## src/rtl/rcven_pkg.sv

```systemverilog
package rcven_pkg;
  localparam int CRS_W = 4;
  localparam int MED_W = 2;
  localparam int TAP_W = 4;
  localparam int PI_W  = 3;

  typedef struct packed {
    logic [CRS_W-1:0] crs;
    logic [MED_W-1:0] med;
    logic [TAP_W-1:0] tap;
    logic [PI_W-1:0]  pi;
  } dly_t;

  typedef enum logic [2:0] {
    OP_NONE, OP_MED_UP, OP_MED_DN, OP_TAP_UP, OP_TAP_DN, OP_CRS_DN
  } op_e;

  typedef enum logic [2:0] {
    PH_LOW, PH_HI, PH_FENT, PH_FINE, PH_PRE, PH_CHK, PH_DESC, PH_END
  } ph_e;

  typedef enum logic [1:0] {ST_IDLE, ST_PROG, ST_SAMP} st_e;
endpackage

```

## src/rtl/rcven_step.sv

```systemverilog
module rcven_step import rcven_pkg::*; #(
  parameter int CRS_MAX = 15,
  parameter int TAP_MAX = 14
) (
  input  dly_t cur,
  input  op_e  op,
  output dly_t nxt,
  output logic err
);
  localparam logic [CRS_W-1:0] CMAX = CRS_W'(CRS_MAX);
  localparam logic [MED_W-1:0] MMAX = MED_W'((1 << MED_W) - 1);
  localparam logic [TAP_W-1:0] TMAX = TAP_W'(TAP_MAX);

  dly_t up, dn;
  logic up_err, dn_err;

  // medium step up with carry into coarse
  always_comb begin
    up = cur;
    up_err = 1'b0;
    if (cur.med != MMAX) begin
      up.med = cur.med + 1'b1;
    end else if (cur.crs != CMAX) begin
      up.med = '0;
      up.crs = cur.crs + 1'b1;
    end else begin
      up_err = 1'b1;
    end
  end

  // medium step down with borrow from coarse
  always_comb begin
    dn = cur;
    dn_err = 1'b0;
    if (cur.med != '0) begin
      dn.med = cur.med - 1'b1;
    end else if (cur.crs != '0) begin
      dn.med = MMAX;
      dn.crs = cur.crs - 1'b1;
    end else begin
      dn_err = 1'b1;
    end
  end

  always_comb begin
    nxt = cur;
    err = 1'b0;
    unique case (op)
      OP_MED_UP: begin nxt = up; err = up_err; end
      OP_MED_DN: begin nxt = dn; err = dn_err; end
      OP_TAP_UP: begin
        if (cur.tap == TMAX) begin
          nxt = up; nxt.tap = '0; err = up_err;
        end else begin
          nxt.tap = cur.tap + 1'b1;
        end
      end
      OP_TAP_DN: begin
        if (cur.tap != '0) begin
          nxt.tap = cur.tap - 1'b1;
        end else begin
          nxt = dn; nxt.tap = TMAX; err = dn_err;
        end
      end
      OP_CRS_DN: begin
        if (cur.crs != '0) nxt.crs = cur.crs - 1'b1;
        else err = 1'b1;
      end
      default: ;
    endcase
  end
endmodule

```

## src/rtl/rcven_probe.sv

```systemverilog
module rcven_probe #(
  parameter int WAIT_CLKS = 8
) (
  input  logic clk,
  input  logic rst,
  input  logic go,
  input  logic rd_ack,
  input  logic rd_dqs,
  output logic probe_rst_n,
  output logic rd_req,
  output logic smp_done,
  output logic smp_val
);
  localparam int CNT_W = $clog2(WAIT_CLKS + 1);
  localparam logic [CNT_W-1:0] CNT_LD = CNT_W'(WAIT_CLKS - 1);

  typedef enum logic [1:0] {P_IDLE, P_RLO, P_RHI, P_RD} pst_e;
  pst_e ps;
  logic [CNT_W-1:0] cnt;

  always_ff @(posedge clk) begin
    if (rst) begin
      ps <= P_IDLE;
      cnt <= '0;
      probe_rst_n <= 1'b1;
      rd_req <= 1'b0;
      smp_done <= 1'b0;
      smp_val <= 1'b0;
    end else begin
      smp_done <= 1'b0;
      unique case (ps)
        P_IDLE: if (go) begin
          probe_rst_n <= 1'b0;
          cnt <= CNT_LD;
          ps <= P_RLO;
        end
        P_RLO: begin
          if (cnt == '0) begin
            probe_rst_n <= 1'b1;
            cnt <= CNT_LD;
            ps <= P_RHI;
          end else cnt <= cnt - 1'b1;
        end
        P_RHI: begin
          if (cnt == '0) begin
            rd_req <= 1'b1;
            ps <= P_RD;
          end else cnt <= cnt - 1'b1;
        end
        P_RD: if (rd_ack) begin
          rd_req <= 1'b0;
          smp_val <= rd_dqs;
          smp_done <= 1'b1;
          ps <= P_IDLE;
        end
        default: ps <= P_IDLE;
      endcase
    end
  end
endmodule

```

## src/rtl/rcven_cal_seq.sv

```systemverilog
module rcven_cal_seq import rcven_pkg::*; #(
  parameter int CRS_MAX   = 15,
  parameter int TAP_MAX   = 14,
  parameter int LANES     = 8,
  parameter int WAIT_CLKS = 8
) (
  input  logic                        clk,
  input  logic                        rst,
  input  logic                        start,
  input  logic [CRS_W-1:0]            cas_lat,
  input  logic [$clog2(LANES)-1:0]    lane,
  output logic                        pgm_req,
  input  logic                        pgm_ack,
  input  logic                        pgm_err,
  output logic                        probe_rst_n,
  output logic                        rd_req,
  input  logic                        rd_ack,
  input  logic                        rd_dqs,
  output logic                        rcv_en,
  output logic                        done,
  output logic                        fail,
  output logic                        warn,
  output logic [CRS_W-1:0]            coarse_o,
  output logic [MED_W-1:0]            medium_o,
  output logic [TAP_W-1:0]            tap_o,
  output logic [PI_W-1:0]             pi_o
);
  localparam int LANE_W = $clog2(LANES);
  localparam logic [PI_W-1:0] PI_FIRST  = PI_W'(3);
  localparam logic [PI_W-1:0] PI_SECOND = PI_W'(7);

  st_e  st;
  ph_e  ph;
  dly_t dly, step_nxt;
  op_e  op;
  logic step_err, second, smp_go, smp_done, smp_val;

  rcven_step #(.CRS_MAX(CRS_MAX), .TAP_MAX(TAP_MAX)) u_step (
    .cur(dly), .op(op), .nxt(step_nxt), .err(step_err)
  );

  rcven_probe #(.WAIT_CLKS(WAIT_CLKS)) u_probe (
    .clk(clk), .rst(rst), .go(smp_go), .rd_ack(rd_ack), .rd_dqs(rd_dqs),
    .probe_rst_n(probe_rst_n), .rd_req(rd_req),
    .smp_done(smp_done), .smp_val(smp_val)
  );

  // which delay move the current event asks for
  always_comb begin
    op = OP_NONE;
    if (st == ST_PROG && pgm_ack && !pgm_err && ph == PH_PRE) op = OP_MED_UP;
    if (st == ST_SAMP && smp_done) begin
      unique case (ph)
        PH_LOW:  op = OP_MED_UP;
        PH_HI:   op = smp_val ? OP_MED_DN : OP_MED_UP;
        PH_FENT: op = OP_TAP_UP;
        PH_FINE: op = smp_val ? OP_TAP_DN : OP_TAP_UP;
        PH_DESC: op = smp_val ? OP_CRS_DN : OP_NONE;
        default: op = OP_NONE;
      endcase
    end
  end

  always_ff @(posedge clk) begin
    if (rst) begin
      st <= ST_IDLE;
      ph <= PH_LOW;
      dly <= '0;
      second <= 1'b0;
      rcv_en <= 1'b0;
      done <= 1'b0;
      fail <= 1'b0;
      warn <= 1'b0;
      pgm_req <= 1'b0;
      smp_go <= 1'b0;
    end else begin
      smp_go <= 1'b0;
      unique case (st)
        ST_IDLE: if (start) begin
          dly.crs <= cas_lat + 1'b1;
          dly.med <= lane[LANE_W-1 -: MED_W];
          dly.tap <= '0;
          dly.pi <= '0;
          ph <= PH_LOW;
          second <= 1'b0;
          rcv_en <= 1'b1;
          done <= 1'b0;
          fail <= 1'b0;
          warn <= 1'b0;
          pgm_req <= 1'b1;
          st <= ST_PROG;
        end
        ST_PROG: begin
          if (pgm_err) begin
            pgm_req <= 1'b0;
            fail <= 1'b1;
            st <= ST_IDLE;
          end else if (pgm_ack) begin
            pgm_req <= 1'b0;
            if (ph == PH_PRE) begin
              if (step_err) begin
                fail <= 1'b1;
                st <= ST_IDLE;
              end else begin
                dly <= step_nxt;
                ph <= PH_CHK;
                pgm_req <= 1'b1;
              end
            end else if (ph == PH_END) begin
              done <= 1'b1;
              rcv_en <= 1'b0;
              st <= ST_IDLE;
            end else begin
              smp_go <= 1'b1;
              st <= ST_SAMP;
            end
          end
        end
        ST_SAMP: if (smp_done) begin
          if (op != OP_NONE && step_err) begin
            fail <= 1'b1;
            st <= ST_IDLE;
          end else begin
            dly <= step_nxt;
            pgm_req <= 1'b1;
            st <= ST_PROG;
            unique case (ph)
              PH_LOW:  if (!smp_val) ph <= PH_HI;
              PH_HI:   if (smp_val) ph <= PH_FENT;
              PH_FENT: begin
                if (smp_val) warn <= 1'b1;
                ph <= PH_FINE;
              end
              PH_FINE: if (smp_val) begin
                dly.pi <= second ? PI_SECOND : PI_FIRST;
                ph <= second ? PH_END : PH_PRE;
              end
              PH_CHK: begin
                pgm_req <= 1'b0;
                if (smp_val) begin
                  ph <= PH_DESC;
                  smp_go <= 1'b1;
                  st <= ST_SAMP;
                end else begin
                  fail <= 1'b1;
                  st <= ST_IDLE;
                end
              end
              PH_DESC: if (!smp_val) begin
                pgm_req <= 1'b0;
                second <= 1'b1;
                ph <= PH_HI;
                smp_go <= 1'b1;
                st <= ST_SAMP;
              end
              default: ;
            endcase
          end
        end
        default: st <= ST_IDLE;
      endcase
    end
  end

  assign coarse_o = dly.crs;
  assign medium_o = dly.med;
  assign tap_o    = dly.tap;
  assign pi_o     = dly.pi;
endmodule

```

## config.mk

```make
export PLATFORM = sky130hd
export DESIGN_NAME = rcven_cal_seq
export DESIGN_NICKNAME = d
export VERILOG_FILES = /design/src/rtl/rcven_pkg.sv /design/src/rtl/rcven_step.sv /design/src/rtl/rcven_probe.sv /design/src/rtl/rcven_cal_seq.sv
export SDC_FILE = /design/constraint.sdc
export NUM_CORES = 1
export LEC_CHECK = 0
export ABC_CLOCK_PERIOD_IN_PS = 4700
export BUFFER_PORTS_ARGS = -buffer_cell sky130_fd_sc_hd__buf_2
export CAP_MARGIN = 5
export CORE_MARGIN = 4
export CORE_UTILIZATION = 50
export CTS_BUF_LIST = sky130_fd_sc_hd__clkbuf_4 sky130_fd_sc_hd__clkbuf_8 sky130_fd_sc_hd__clkbuf_16
export CTS_CLUSTER_DIAMETER = 120
export DETAILED_ROUTE_END_ITERATION = 8
export PLACE_DENSITY_LB_ADDON = 0.2
export SLEW_MARGIN = 40
export SYNTH_ARGS = -nofsm -noshare
export SYNTH_HDL_FRONTEND = slang
export SYNTH_HIERARCHICAL = 1
export SYNTH_SLANG_ARGS = --single-unit
```

## constraint.sdc

```tcl
create_clock -name clk -period 4.7 [get_ports clk]
set_input_delay 0 -clock clk [delete_from_list [all_inputs] [get_ports clk]]
set_output_delay 0 -clock clk [all_outputs]
set_load 0.005 [all_outputs]
```

==> results.txt, run 1 <==
----------------------------------------------------
[Global routing]
  Global-route wire length before repair ... 13.3 mm
  Total overflow reported by the global router ... 0
  Maximum number of pins on one net before global-route repair ... 36
  All-Layer GR Usage ... 0.209
  Number of antenna violations at the first check in global routing ... 0
  Via count of the first global-routing pass ... 2939

[Critical path]
  Crit path kind ... flop to flop
  CP peak stage delay ... 0.65 ns
  Critical path endpoint ... ph[0]
  Crit start category ... flop
  Worst path arrival time ... 4.32 ns
  Startpoint of the worst register-to-register path ... st[1]
  Cell type with the highest occurrence count on the critical path ... buf_4
  Worst flop-to-flop path endpoint ... ph[0]
  R2r worst-path depth ... 14
  Library cell contributing the largest single delay on the critical path ... nor4_4
  Reg2Reg Setup Slack ... 0.56 ns
  Endpoint type of the worst setup path ... flop
  Timing startpoint of the critical path ... st[1]
  Crit-path max FO ... 15
  Data required time at the worst endpoint ... 4.88 ns
  Cell breakdown of the critical path ... inv_1 > ha_1 > nand2b_1 > nor2_1 > a21o_1 > nor3b_2 > a221oi_2 > o21ai_0 > buf_4 > o31a_1 > nor4_4 > buf_4 > a21oi_1 > a41o_1

[Yosys]
  Fraction of post-synthesis cell area in the top cell type by area ... 0.215
  Area of the mapped netlist ... 3260 um^2
  Sequential fraction of the synthesis area ... 0.215
  Post-Synthesis Mean Instance Area ... 7.69 um^2
  Number of nets in the synthesized netlist ... 458
  Number of different library cells in the post-synthesis netlist ... 79
  EDFF count, synth ... 0
  YS warnings ... 6
  Gate count after technology mapping ... 424
  Cell type with the largest total area after synthesis ... dfxtp_1
  Share of synthesized registers carrying an async set or reset ... 0
  Most used flip-flop cell after synthesis ... dfxtp_1
  Flops & latches, synth ... 35
  Leading post-synthesis cells by cell area ... dfxtp_1 21%, ha_1 7.7%, nand2b_1 5.0%

[Drt]
  Detailed-routing iteration count for the pre-antenna-repair pass ... 4
  Via-per-instance ratio ... 6.05
  Routed wirelength normalized by instance count ... 15.0 um
  DRC violation count after routing ... 0
  Vias after detailed routing ... 3158
  Post-detailed-route count of antenna-violating nets ... 0
  Routed WL ... 7.85 mm
  1st-iter DRT viols ... 149

[Clock tree]
  Library cell used as clock root buffer ... clkbuf_8
  Maximum count of clock buffers along a single path ... 2
  # clock sinks ... 35
  Total clock buffers created by CTS ... 5
  Post-CTS repair timing setup buffer count ... 0
  Reg clk slew, reported paths ... 0.08 ns
  Max H-tree Level ... 2
  Clock Latency Late Sink ... 0.29 ns
  Clock tree from TritonCTS ... built

[Final layout]
  Antenna diode instance count ... 0
  Area added between synthesis and finish ... 9.06%
  Most frequent cells in the layout ... 41 x nor2_1, 35 x dfxtp_1, 32 x buf_2, 29 x nand2_1, 26 x nand2b_1
  Most common cell after layout, fill and taps aside ... nor2_1
  Nets ... 478
  Share of layout cells above drive strength 1 ... 0.151

[STA]
  Unrepaired setup endpoints after global routing ... false
  Final Hold Violating Endpoints ... 0
  Worst setup slack after layout ... 0.561 ns
  Worst-margin pin slew ... 0.753 ns
  Setup Total Neg Slack ... 0 ns
  Period Utilization, post-route ... 0.881
  Worst max-slew margin expressed relative to the limit ... 0.494
  Count of final setup violators ... 0
  Clock Skews ... 0.00609 ns
  Maximum achievable frequency ... 242 MHz
  Slew Limit Fails ... 0
  Clock period minus final worst setup slack ... 4.14 ns

[Floorplan]
  Starting density of the core ... 0.513
  Die Outline Area ... 7870 um^2
  Overall die height ... 88.7 um
  Die extent in x ... 88.7 um
  Area of the core ... 6350 um^2
  Row Count ... 29
  IO Count ... 34

[Placement]
  DP HPWL ... 5.65 mm
  Routability Congestion ... 0.910
  Pre-CTS worst setup slack ... 0.653 ns
  Number of port buffers ... 32

[Min path]
  Min-Delay Path Class ... primary input to flop

[Pwr]
  Leakage dissipation ... 1.36 nW
  Power density relative to cell area ... 333 nW/um^2
  Max IR drop VDD ... 0.230 mV

[Flow run]
  Max Cap Viol ... 0

[Status]
  Result of the run ... complete, no violations

----------------------------------------------------
## cell usage after synthesis (3+ instances only)
library cell	instances
buf_2	8
and3b_1	3
nor3_1	9
nand2_1	29
o21a_1	4
a21boi_0	3
buf_4	7
buf_6	4
o211ai_1	5
a311oi_1	7
nand4_1	3
nor2_1	41
a221o_1	3
nor2b_1	8
nor3b_2	3
a31oi_1	8
a211o_1	3
clkbuf_1	8
nand3b_1	3
nor3b_1	3
ha_1	20
inv_1	24
mux2i_1	7
a22oi_1	6
a211oi_1	4
buf_1	3
a21oi_1	24
o22ai_1	4
nand3_1	17
nand4b_1	3
dfxtp_1	35
o21ai_0	24
nand2b_1	26
a21o_1	6
## state kept, by name, summed over array words and instances, names as in the netlist, 2 cells and up
register and flops:
tap_o 4, pi_o 3, u_probe/cnt 4, u_probe/ps 2, st 2, ph 3
medium_o 2, coarse_o 4
## layer usage
layer	global-route usage	vias to the layer above	share of wire
met3	0.0298	11	0.037
met5	0	-	0
met1	0.274	1501	0.47
met4	0.0728	0	0.018
met2	0.349	61	0.47
li1	-	1585	-
## kinds of logic (layout without fill, tap and decap cells)
family / Yosys count / after routing / synth area share
muxes: 7 / 7 / 0.0215
adders and majority gates: 20 / 20 / 0.0768
and+or+nand+nor: 174 / 174 / 0.309
AOI/OAI and AO/OA: 130 / 130 / 0.284
xor gates and xnor gates: 4 / 4 / 0.0108
buffers and inverters: 54 / 75 / 0.0825
DFF: 35 / 35 / 0.215
## worst max-delay path, delay by kind of cell (launching register included)
| kind | cells | cell delay, ns |
|---|---|---|
| AOI/OAI and AO/OA | 6 | 1.53 |
| adders and majority gates | 1 | 0.37 |
| buffers and inverters | 3 | 0.59 |
| DFF | 1 | 0.34 |
| and+or+nand+nor | 4 | 1.22 |
## per-stage QoR
| step | power [W] | std cells | hold WS, ns | area (um^2) | util |
|---|---|---|---|---|---|
| final | 0.00118 | 522 | 0.0655 | 3550 | 0.560 |
| after global routing | 0.00128 | 522 | 0.0805 | 3550 | 0.560 |
| after CTS | 0.00119 | 522 | 0.0469 | 3550 | 0.560 |
| after detailed placement | 0.000900 | 509 | 0.275 | 3390 | 0.533 |
| after global placement | 0.000891 | 509 | 0.267 | 3390 | 0.533 |
| after floorplan | 0.000787 | 424 | 0.137 | 3260 | - |
## worst min path at each step
stage                 start         endpoint  slack [ns]  depth (start not counted)
floorplan           pgm_ack           smp_go        0.14                          2
global placement     rd_dqs  u_probe/smp_val        0.27                          3
detailed placement   rd_dqs  u_probe/smp_val        0.27                          3
CTS                 pgm_err             done        0.05                          4
global route        pgm_err             done        0.08                          4
finish              pgm_err             done        0.07                          4
## report_power, final
part           internal [W]  switching [W]  leakage, nW
Combinational      0.000218       0.000282         1.01
Clock              0.000172       0.000112       0.0612
Sequential         0.000338      0.0000616        0.285
## final cells by class
type	instances	area [um^2]
Tap cell	77	96.3
Sequential cell	35	701
Clock inverter	2	35.0
Timing Repair Buffer	43	255
Clock buffer	6	82.6
Multi-Input combinational cell	335	2290
Fill cell	634	2800
Inverter	24	90.1
## repair_timing
action / 4_1_cts / 5_1_grt
endpoints found under the setup margin: 0 / 0
endpoints found under the hold margin: 4 / 0
hold buffers: 5 / 0
resized for setup: 0 / 0
(Power assumes the default switching activity.)
==> run 2: changes to the inputs <==
Settings changed: MAX_ROUTING_LAYER set to met4.
==> results.txt, run 2 (same netlist as run 1, synthesis figures left out) <==
----------------------------------------------------
[Status]
  Result of the run ... complete, no violations (unchanged)

[Drt]
  Vias after detailed routing ... 3163 (was 3158)
  Routed wirelength normalized by instance count ... 15.1 um (was 15.0 um)
  Routed WL ... 7.87 mm (was 7.85 mm)
  1st-iter DRT viols ... 150 (was 149)
  Detailed-routing iteration count for the pre-antenna-repair pass ... 4 (unchanged)
  DRC violation count after routing ... 0 (unchanged)
  Post-detailed-route count of antenna-violating nets ... 0 (unchanged)
  Via-per-instance ratio ... 6.06 (was 6.05)

[STA]
  Unrepaired setup endpoints after global routing ... false (unchanged)
  Period Utilization, post-route ... 0.884 (was 0.881)
  Clock period minus final worst setup slack ... 4.16 ns (was 4.14 ns)
  Setup Total Neg Slack ... 0 ns (unchanged)
  Worst max-slew margin expressed relative to the limit ... 0.487 (was 0.494)
  Worst setup slack after layout ... 0.544 ns (was 0.561 ns)
  Final Hold Violating Endpoints ... 0 (unchanged)
  Clock Skews ... 0.00569 ns (was 0.00609 ns)
  Count of final setup violators ... 0 (unchanged)
  Worst-margin pin slew ... 0.764 ns (was 0.753 ns)
  Slew Limit Fails ... 0 (unchanged)
  Maximum achievable frequency ... 241 MHz (was 242 MHz)

[Pwr]
  Leakage dissipation ... 1.36 nW (unchanged)
  Switching Power ... 0.000458 W (was 0.000455 W)
  Power density relative to cell area ... 334 nW/um^2 (was 333 nW/um^2)
  Total Power Consumption ... 0.00119 W (was 0.00118 W)
  Switching share of total power ... 0.386 (was 0.385)
  Max IR drop VDD ... 0.231 mV (was 0.230 mV)
  Power share of the combinational group ... 0.423 (about the same)
  Flop pwr share ... 0.337 (was 0.338)
  Clock power share ... 0.240 (was 0.239)
  Pint ... 0.000728 W (was 0.000727 W)

[Clock tree]
  Maximum count of clock buffers along a single path ... 2 (unchanged)
  Total clock buffers created by CTS ... 5 (unchanged)
  Max H-tree Level ... 2 (unchanged)
  Post-CTS repair timing setup buffer count ... 0 (unchanged)
  Clock Latency Late Sink ... 0.29 ns (about the same)
  Library cell used as clock root buffer ... clkbuf_8 (unchanged)
  Reg clk slew, reported paths ... 0.07 ns (was 0.08 ns)
  Clock tree from TritonCTS ... built (unchanged)
  Hold-fix buffers, CTS ... 5 (unchanged)
  Number of gates resized after cts ... 0 (unchanged)
  # clock sinks ... 35 (unchanged)

[Final layout]
  Antenna diode instance count ... 0 (unchanged)
  Area added between synthesis and finish ... 9.06% (unchanged)
  Nets ... 478 (unchanged)
  Final core utilization ... 0.560 (unchanged)
  Most frequent cells in the layout ... 41 x nor2_1, 35 x dfxtp_1, 32 x buf_2, 29 x nand2_1, 26 x nand2b_1 (unchanged)
  Share of layout cells above drive strength 1 ... 0.151 (unchanged)
  Most common cell after layout, fill and taps aside ... nor2_1 (unchanged)

[Placement]
  DP HPWL ... 5.65 mm (unchanged)
  Number of port buffers ... 32 (unchanged)
  Pre-CTS worst setup slack ... 0.653 ns (unchanged)
  Routability Congestion ... 0.925 (was 0.910)

[Floorplan]
  Overall die height ... 88.7 um (unchanged)
  Die Outline Area ... 7870 um^2 (unchanged)
  Area of the core ... 6350 um^2 (unchanged)
  Row Count ... 29 (unchanged)
  IO Count ... 34 (unchanged)
  Starting density of the core ... 0.513 (unchanged)
  Die extent in x ... 88.7 um (unchanged)

[Critical path]
  Startpoint of the worst register-to-register path ... st[1] (unchanged)
  Crit path kind ... flop to flop (unchanged)
  Timing startpoint of the critical path ... st[1] (unchanged)
  Worst flop-to-flop path endpoint ... ph[0] (unchanged)
  Crit-path max FO ... 15 (unchanged)
  Critical path endpoint ... ph[0] (unchanged)
  R2r worst-path depth ... 14 (unchanged)
  Crit start category ... flop (unchanged)
  Worst path arrival time ... 4.34 ns (was 4.32 ns)
  Data required time at the worst endpoint ... 4.89 ns (was 4.88 ns)
  Reg2Reg Setup Slack ... 0.54 ns (was 0.56 ns)
  Endpoint type of the worst setup path ... flop (unchanged)

[Global routing]
  Number of antenna violations at the first check in global routing ... 0 (unchanged)
  Top Usage Layer GRT ... met2 (unchanged)
  All-Layer GR Usage ... 0.215 (was 0.209)
  Met2 Track Usage GR ... 0.349 (unchanged)
  Via count of the first global-routing pass ... 2933 (was 2939)
  Global-route wire length before repair ... 13.3 mm (about the same)
  Maximum number of pins on one net before global-route repair ... 36 (unchanged)
  Global routing met1 resource utilization ... 0.274 (about the same)
  Routing usage on met3 ... 0.0289 (was 0.0298)
  Total overflow reported by the global router ... 0 (unchanged)

[Min path]
  Min-Delay Path Class ... primary input to flop (unchanged)

[Flow run]
  Max Cap Viol ... 0 (unchanged)

----------------------------------------------------
==> run 2: cell counts in the layout (fill, tap and decap cells not counted) <==
Identical to the previous run, type by type.
==> run 2: through the flow <==
| step | cells | hold slack [ns] | cell area (um^2) |
|---|---|---|---|
| 3_3_place_gp | 509 | 0.267 | 3390 |
| 6_report | 522 | 0.0631 | 3550 |
| 4_1_cts | 522 | 0.0469 | 3550 |
| 3_5_place_dp | 509 | 0.275 | 3390 |
| 5_1_grt | 522 | 0.0805 | 3550 |
| 2_1_floorplan | 424 | 0.137 | 3260 |
==> run 2: critical path: stages, from the launching register on <==
cell and delay, ns:
dfxtp_1 0.34, inv_1 0.08, ha_1 0.37, nand2b_1 0.25
nor2_1 0.16, a21o_1 0.45, nor3b_2 0.16, a221oi_2 0.33
o21ai_0 0.14, buf_4 0.18, o31a_1 0.30, nor4_4 0.65
buf_4 0.33, a21oi_1 0.09, a41o_1 0.22
==> run 2: worst min-delay path by stage <==
stage	end	cells after the start	slack [ns]	start
after floorplan	smp_go	2	0.14	pgm_ack
after global placement	u_probe/smp_val	3	0.27	rd_dqs
after detailed placement	u_probe/smp_val	3	0.27	rd_dqs
after CTS	done	4	0.05	pgm_err
after global routing	done	4	0.08	pgm_err
final	done	4	0.06	pgm_err
==> run 2: per-layer routing <==
metal / vias to the layer above / share of wire
li1: 1584 / -
met1: 1509 / 0.47
met2: 59 / 0.48
met3: 11 / 0.038
met4: 0 / 0.017
met5: - / 0
==> run 2: power by group through the flow <==
stage	clock (W)	sequential [W]	combinational (W)
floorplan	0	0.000385	0.000402
global placement	0	0.000403	0.000487
detailed placement	0	0.000406	0.000494
CTS	0.000291	0.000399	0.000499
global route	0.000307	0.000408	0.000560
finish	0.000285	0.000399	0.000501
==> run 2: layout make-up <==
class,instances,area (um^2)
clock buffer,6,82.6
sequential,35,701
timing repair buffer,43,255
clock inverter,2,35.0
tap,77,96.3
multi-input combinational,335,2290
inverter,24,90.1
fill,634,2800
